[src/rtl/brev_pkg.sv]
package brev_pkg;
  typedef enum logic [2:0] {
    ST_IDLE,
    ST_SCAN,
    ST_RDA,
    ST_RDB,
    ST_WRA,
    ST_WRB,
    ST_DONE
  } brev_state_e;
endpackage

[src/rtl/brev_lut.sv]
module brev_lut #(
  parameter int LOG2N = 4
) (
  input  logic [LOG2N-1:0] idx,
  output logic [LOG2N-1:0] rev
);
  localparam int HALF = (1 << LOG2N) / 2;

  function automatic logic [LOG2N-1:0] mirror(input logic [LOG2N-1:0] v);
    logic [LOG2N-1:0] r;
    for (int b = 0; b < LOG2N; b++) r[b] = v[LOG2N-1-b];
    return r;
  endfunction

  logic [LOG2N-1:0] tbl [HALF];

  for (genvar g = 0; g < HALF; g++) begin : g_tbl
    assign tbl[g] = mirror(LOG2N'(g));
  end

  logic [LOG2N-1:0] base;
  assign base = tbl[idx[LOG2N-2:0]];
  assign rev  = idx[LOG2N-1] ? base + LOG2N'(1) : base;
endmodule

[src/rtl/brev_mem.sv]
module brev_mem #(
  parameter int LOG2N = 4,
  parameter int DW    = 16
) (
  input  logic             clk,
  input  logic             re_we,
  input  logic             im_we,
  input  logic [LOG2N-1:0] addr,
  input  logic [DW-1:0]    wr_re,
  input  logic [DW-1:0]    wr_im,
  output logic [DW-1:0]    rd_re,
  output logic [DW-1:0]    rd_im
);
  localparam int DEPTH = 1 << LOG2N;

  logic [DW-1:0] re_arr [DEPTH];
  logic [DW-1:0] im_arr [DEPTH];

  always_ff @(posedge clk) begin
    if (re_we) re_arr[addr] <= wr_re;
  end

  always_ff @(posedge clk) begin
    if (im_we) im_arr[addr] <= wr_im;
  end

  assign rd_re = re_arr[addr];
  assign rd_im = im_arr[addr];
endmodule

[src/rtl/brev_ctrl.sv]
module brev_ctrl
  import brev_pkg::*;
#(
  parameter int LOG2N = 4,
  parameter int DW    = 16
) (
  input  logic             clk,
  input  logic             rst_n,
  input  logic             start,
  input  logic             both_in,
  input  logic [LOG2N-1:0] rev,
  output logic [LOG2N-1:0] idx,
  output logic [LOG2N-1:0] m_addr,
  output logic             m_we,
  output logic             m_im_en,
  output logic [DW-1:0]    m_wr_re,
  output logic [DW-1:0]    m_wr_im,
  input  logic [DW-1:0]    m_rd_re,
  input  logic [DW-1:0]    m_rd_im,
  output logic             busy,
  output logic             done
);
  localparam logic [LOG2N-1:0] LAST = {LOG2N{1'b1}};

  brev_state_e      state_q, state_d;
  logic [LOG2N-1:0] idx_q, idx_d;
  logic             both_q, both_d;
  logic [DW-1:0]    a_re_q, a_im_q, b_re_q, b_im_q;
  logic             ld_a, ld_b;

  always_comb begin
    state_d = state_q;
    idx_d   = idx_q;
    both_d  = both_q;
    case (state_q)
      ST_IDLE: begin
        if (start) begin
          state_d = ST_SCAN;
          idx_d   = '0;
          both_d  = both_in;
        end
      end
      ST_SCAN: begin
        if (rev > idx_q)        state_d = ST_RDA;
        else if (idx_q == LAST) state_d = ST_DONE;
        else                    idx_d   = idx_q + LOG2N'(1);
      end
      ST_RDA: state_d = ST_RDB;
      ST_RDB: state_d = ST_WRA;
      ST_WRA: state_d = ST_WRB;
      ST_WRB: begin
        if (idx_q == LAST) state_d = ST_DONE;
        else begin
          state_d = ST_SCAN;
          idx_d   = idx_q + LOG2N'(1);
        end
      end
      ST_DONE: state_d = ST_IDLE;
      default: state_d = ST_IDLE;
    endcase
  end

  always_ff @(posedge clk or negedge rst_n) begin
    if (!rst_n) begin
      state_q <= ST_IDLE;
      idx_q   <= '0;
      both_q  <= 1'b0;
    end else begin
      state_q <= state_d;
      idx_q   <= idx_d;
      both_q  <= both_d;
    end
  end

  assign ld_a = (state_q == ST_RDA);
  assign ld_b = (state_q == ST_RDB);

  always_ff @(posedge clk or negedge rst_n) begin
    if (!rst_n) begin
      a_re_q <= '0;
      a_im_q <= '0;
    end else if (ld_a) begin
      a_re_q <= m_rd_re;
      a_im_q <= m_rd_im;
    end
  end

  always_ff @(posedge clk or negedge rst_n) begin
    if (!rst_n) begin
      b_re_q <= '0;
      b_im_q <= '0;
    end else if (ld_b) begin
      b_re_q <= m_rd_re;
      b_im_q <= m_rd_im;
    end
  end

  always_comb begin
    m_addr  = idx_q;
    m_we    = 1'b0;
    m_wr_re = b_re_q;
    m_wr_im = b_im_q;
    case (state_q)
      ST_RDB: m_addr = rev;
      ST_WRA: m_we = 1'b1;
      ST_WRB: begin
        m_addr  = rev;
        m_we    = 1'b1;
        m_wr_re = a_re_q;
        m_wr_im = a_im_q;
      end
      default: ;
    endcase
  end

  assign idx     = idx_q;
  assign m_im_en = both_q;
  assign busy    = (state_q != ST_IDLE) && (state_q != ST_DONE);
  assign done    = (state_q == ST_DONE);

  AST_DONE_ONE_CYCLE: assert property (@(posedge clk) disable iff (!rst_n)
    done |=> !done);

  AST_SWAP_FORWARD: assert property (@(posedge clk) disable iff (!rst_n)
    (state_q == ST_RDA) |-> (rev > idx_q));

  AST_IDX_HELD_IN_SWAP: assert property (@(posedge clk) disable iff (!rst_n)
    (state_q == ST_RDB || state_q == ST_WRA || state_q == ST_WRB) |-> $stable(idx_q));

  AST_MODE_HELD: assert property (@(posedge clk) disable iff (!rst_n)
    (busy && $past(busy)) |-> $stable(both_q));

  AST_BUSY_NEEDS_START: assert property (@(posedge clk) disable iff (!rst_n)
    $rose(busy) |-> $past(start));

  AST_NO_WRITE_IDLE: assert property (@(posedge clk) disable iff (!rst_n)
    !busy |-> !m_we);
endmodule

[src/rtl/brev_sorter.sv]
module brev_sorter #(
  parameter int LOG2N = 4,
  parameter int DW    = 16
) (
  input  logic             clk,
  input  logic             rst_n,
  input  logic             start,
  input  logic             both_arrays,
  input  logic             host_we,
  input  logic [LOG2N-1:0] host_addr,
  input  logic [DW-1:0]    host_wr_re,
  input  logic [DW-1:0]    host_wr_im,
  output logic [DW-1:0]    host_rd_re,
  output logic [DW-1:0]    host_rd_im,
  output logic             busy,
  output logic             done
);
  logic [LOG2N-1:0] idx, rev, c_addr, m_addr;
  logic             c_we, c_im_en, re_we, im_we;
  logic [DW-1:0]    c_wr_re, c_wr_im, m_wr_re, m_wr_im, m_rd_re, m_rd_im;

  brev_lut #(.LOG2N(LOG2N)) u_lut (
    .idx (idx),
    .rev (rev)
  );

  brev_ctrl #(.LOG2N(LOG2N), .DW(DW)) u_ctrl (
    .clk     (clk),
    .rst_n   (rst_n),
    .start   (start),
    .both_in (both_arrays),
    .rev     (rev),
    .idx     (idx),
    .m_addr  (c_addr),
    .m_we    (c_we),
    .m_im_en (c_im_en),
    .m_wr_re (c_wr_re),
    .m_wr_im (c_wr_im),
    .m_rd_re (m_rd_re),
    .m_rd_im (m_rd_im),
    .busy    (busy),
    .done    (done)
  );

  always_comb begin
    if (busy) begin
      m_addr  = c_addr;
      re_we   = c_we;
      im_we   = c_we & c_im_en;
      m_wr_re = c_wr_re;
      m_wr_im = c_wr_im;
    end else begin
      m_addr  = host_addr;
      re_we   = host_we;
      im_we   = host_we;
      m_wr_re = host_wr_re;
      m_wr_im = host_wr_im;
    end
  end

  brev_mem #(.LOG2N(LOG2N), .DW(DW)) u_mem (
    .clk   (clk),
    .re_we (re_we),
    .im_we (im_we),
    .addr  (m_addr),
    .wr_re (m_wr_re),
    .wr_im (m_wr_im),
    .rd_re (m_rd_re),
    .rd_im (m_rd_im)
  );

  assign host_rd_re = m_rd_re;
  assign host_rd_im = m_rd_im;
endmodule

[config.mk]
export PLATFORM = sky130hd
export DESIGN_NAME = brev_sorter
export DESIGN_NICKNAME = d
export VERILOG_FILES = /design/src/rtl/brev_pkg.sv /design/src/rtl/brev_lut.sv /design/src/rtl/brev_mem.sv /design/src/rtl/brev_ctrl.sv /design/src/rtl/brev_sorter.sv
export SDC_FILE = /design/constraint.sdc
export NUM_CORES = 1
export LEC_CHECK = 0
export BUFFER_PORTS_ARGS = -buffer_cell sky130_fd_sc_hd__buf_2
export CELL_PAD_IN_SITES_DETAIL_PLACEMENT = 1
export CELL_PAD_IN_SITES_GLOBAL_PLACEMENT = 1
export CORE_UTILIZATION = 45
export DETAILED_ROUTE_END_ITERATION = 10
export PLACE_DENSITY_LB_ADDON = 0.1
export SKIP_LAST_GASP = 1
export SYNTH_ARGS = -nofsm -noshare
export SYNTH_HDL_FRONTEND = slang
export SYNTH_HIERARCHICAL = 1
export SYNTH_SLANG_ARGS = --single-unit
[constraint.sdc]
create_clock -name clk -period 6.7 [get_ports clk]
set_input_delay 0.335 -clock clk [delete_from_list [all_inputs] [get_ports clk]]
set_output_delay 0.335 -clock clk [all_outputs]
set_load 0.03 [all_outputs]
==> results.py <==
metrics = {
    "place": {
        "dp.cells": 1849,
        "gp_congestion": 0.755,
        "place_hpwl_mm": 29.9,
        "io_buffer_count": 74,
    },
    "sta": {
        "tightest_slew_ps": 1290,
        "period_minus_slack_ps": 5410,
        "hold_viol": 0,
        "rsz0062_at_grt": "no",
        "fin_crit_sh_pct": 80.7,
        "relSlewSlack_pct": 13.6,
        "setup_tns_ps": 0,
        "setup_violations": 0,
        "timing.hold.ws_ps": 95.8,
        "fmax_mhz": 185,
        "slew_violations": 0,
        "finClkSkew_ps": 18.8,
    },
    "grt": {
        "antenna_found_initial": 0,
        "overflow": 0,
        "grt_usage_pct": 21.3,
        "grt_pass1_vias": 12300,
        "grt_pass1_wl_mm": 81.5,
        "grt_max_degree": 101,
    },
    "finish": {
        "multi_input_area_um2": 5970,
        "regArea_um2": 17200,
        "nets": 1279,
        "area_growth_pct": 14.2,
        "layout_common_cells": "512 x edfxtp_1, 128 x mux4_2, 90 x mux2_2, 73 x buf_2, 72 x dfrtp_1",
        "fin_util_pct": 52.1,
        "drive_gt1_share_pct": 39.4,
        "fill_cells": 4584,
        "final_common_cell": "edfxtp_1",
        "diodes": 0,
        "final_cells": 1965,
    },
    "yosys": {
        "syn-num-nets": 1171,
        "synth_warnings": 6,
        "synth-seq-cells": 584,
        "synth_cell_types": 46,
        "synth_cells": 1125,
        "syn_area_per_cell_um2": 20.8,
        "synth_area_um2": 23400,
        "ys_seq_area_share_pct": 73.3,
    },
    "clocking": {
        "numCtsBuffers": 60,
        "postCtsResizedCells": 0,
        "cts_tree": "done",
        "path_clk_slew_ps": 60,
        "clk_path_buf_depth": 3,
        "cts-htree-levels": 2,
        "cts_setup_buffers": 0,
        "clock_latency_ps": 620,
        "cts_sinks": 584,
        "cts-root-buf": "clkbuf_16",
    },
    "route": {
        "ant_nets": 0,
        "drt_first_pass_iters": 4,
        "vias": 11300,
        "wl_per_cell_um": 27.8,
        "drc_errors": 0,
        "wl_mm": 54.7,
        "vias_per_cell": 5.76,
        "drtIter0Drc": 840,
    },
    "worst_hold_path": {
        "min_path_type": "primary input to register",
    },
    "run_status": {
        "status": "finished clean",
    },
    "floorplan": {
        "dieWidth_um": 230,
        "dieHeight_um": 230,
        "die-area_um2": 53000,
        "initial_utilization_pct": 45.6,
        "rows": 83,
        "pin_count": 75,
        "core_area_um2": 51400,
    },
    "power": {
        "power_density_nw_per_um2": 540,
        "leakagePower_uw": 0.00911,
        "ir_drop_uv": 310,
    },
    "setup_path": {
        "crit_path_end_kind": "output port",
        "cp_max_fo": 100,
        "cp.required_ps": 6360,
        "worstPathArrival_ps": 5070,
        "startpoint_type": "register",
        "crit_type": "register to output port",
    },
    "flow_run": {
        "cap_viol_max_count": 0,
    },
}
state kept, by name (all words and copies together) (netlist names):
register        cells
u_ctrl/m_im_en      1
u_ctrl/state_q      3
u_mem/re_arr      256
u_ctrl/b_re_q      16
u_mem/im_arr      256
u_ctrl/a_re_q      16
u_ctrl/a_im_q      16
u_ctrl/b_im_q      16
u_ctrl/idx          4
cell type report:
type / count / area share (%)
Sequential cell: 584 / 64.1
Multi-Input combinational cell: 468 / 22.3
Clock buffer: 92 / 6.58
Tap cell: 680 / 3.18
Timing Repair Buffer: 114 / 2.58
Clock inverter: 22 / 1.18
Inverter: 5 / 0.0701
critical path, cell delays in order (launching register included):
cell	delay (ps)
dfrtp_1	690
nand3b_4	680
nand2_2	380
nand2_1	80
o21ai_0	110
mux2_8	820
buf_4	610
mux4_2	390
a22oi_1	230
nand2_1	190
buf_2	230
worst paths after layout:
| kind | startpoint | endpoint | slack (ps) | depth (start not counted) |
|---|---|---|---|---|
| setup reg to reg | u_ctrl/state_q[0] | u_ctrl/a_re_q[1] | 2040 | 10 |
| max in group asynchronous | rst_n | u_ctrl/a_re_q[1] | 5530 | 2 |
| hold / removal | start | u_ctrl/state_q[0] | 100 | 4 |
| setup / recovery | u_ctrl/state_q[0] | host_rd_re[1] | 1290 | 10 |
| min in group asynchronous | rst_n | u_ctrl/b_re_q[14] | 470 | 2 |
| hold reg to reg | u_ctrl/a_re_q[3] | u_ctrl/a_re_q[3] | 490 | 1 |
per-layer routing:
metal | share of wire (%) | vias to the layer above | GRT usage [%]
li1 | - | 4827 | -
met1 | 45 | 6177 | 30.2
met2 | 49 | 249 | 35.2
met3 | 3.8 | 62 | 2.79
met4 | 1.6 | 0 | 5.44
met5 | 0 | - | 0
through the flow:
step / worst slack, ps / area [µm²] / total power [µW]
after floorplan: 2700 / 23400 / 9500
after global placement: 1920 / 24700 / 11000
after detailed placement: 1830 / 24700 / 11200
after CTS: 1190 / 26800 / 14700
after global routing: 951 / 26800 / 15200
final: 1290 / 26800 / 14500
Yosys cell counts (all sizes together):
library cell	n	area share (%)
o21ai	6	0.13
clkbuf	25	0.40
edfxtp	512	66
ha	5	0.27
nor3	2	0.043
nand3b	4	0.18
dfrtp	72	7.7
nand2b	4	0.14
and3	1	0.027
a31oi	1	0.027
and2	2	0.064
or4	1	0.032
mux2	134	7.0
buf	43	1.5
and4	1	0.037
o2bb2ai	1	0.037
mux2i	2	0.085
nor4b	2	0.14
or3b	2	0.075
a21oi	2	0.043
inv	5	0.080
or2	1	0.027
nand2	48	0.79
a22oi	64	2.0
mux4	128	12
nor3b	1	0.080
nor2	37	0.59
a21o	2	0.064
nor2b	6	0.19
o211a	1	0.043
nand3	6	0.13
o21bai	2	0.080
o211ai	2	0.064
kinds of logic (layout without fill, tap and decap cells):
kind of cell / after synthesis / count (layout) / share of synthesized area [%]
buf+inv: 73 / 233 / 1.99
fa+ha+maj: 5 / 5 / 0.267
compound gates: 81 / 81 / 2.53
flops: 584 / 584 / 73.3
simple gates: 118 / 118 / 2.55
mux: 264 / 264 / 19.4
timing repair:
| item | 4_1_cts | 5_1_grt |
|---|---|---|
| endpoints found under the setup margin | 0 | 0 |
| endpoints found under the hold margin | 73 | 0 |
| hold buffers | 2 | 0 |
report_power, final:
part	switching, µW	internal, µW	leakage (µW)
logic	3480	2170	0.00257
clock network	1370	2110	0.00101
registers	187	5150	0.00552
Power figures use the tool's default switching activity.
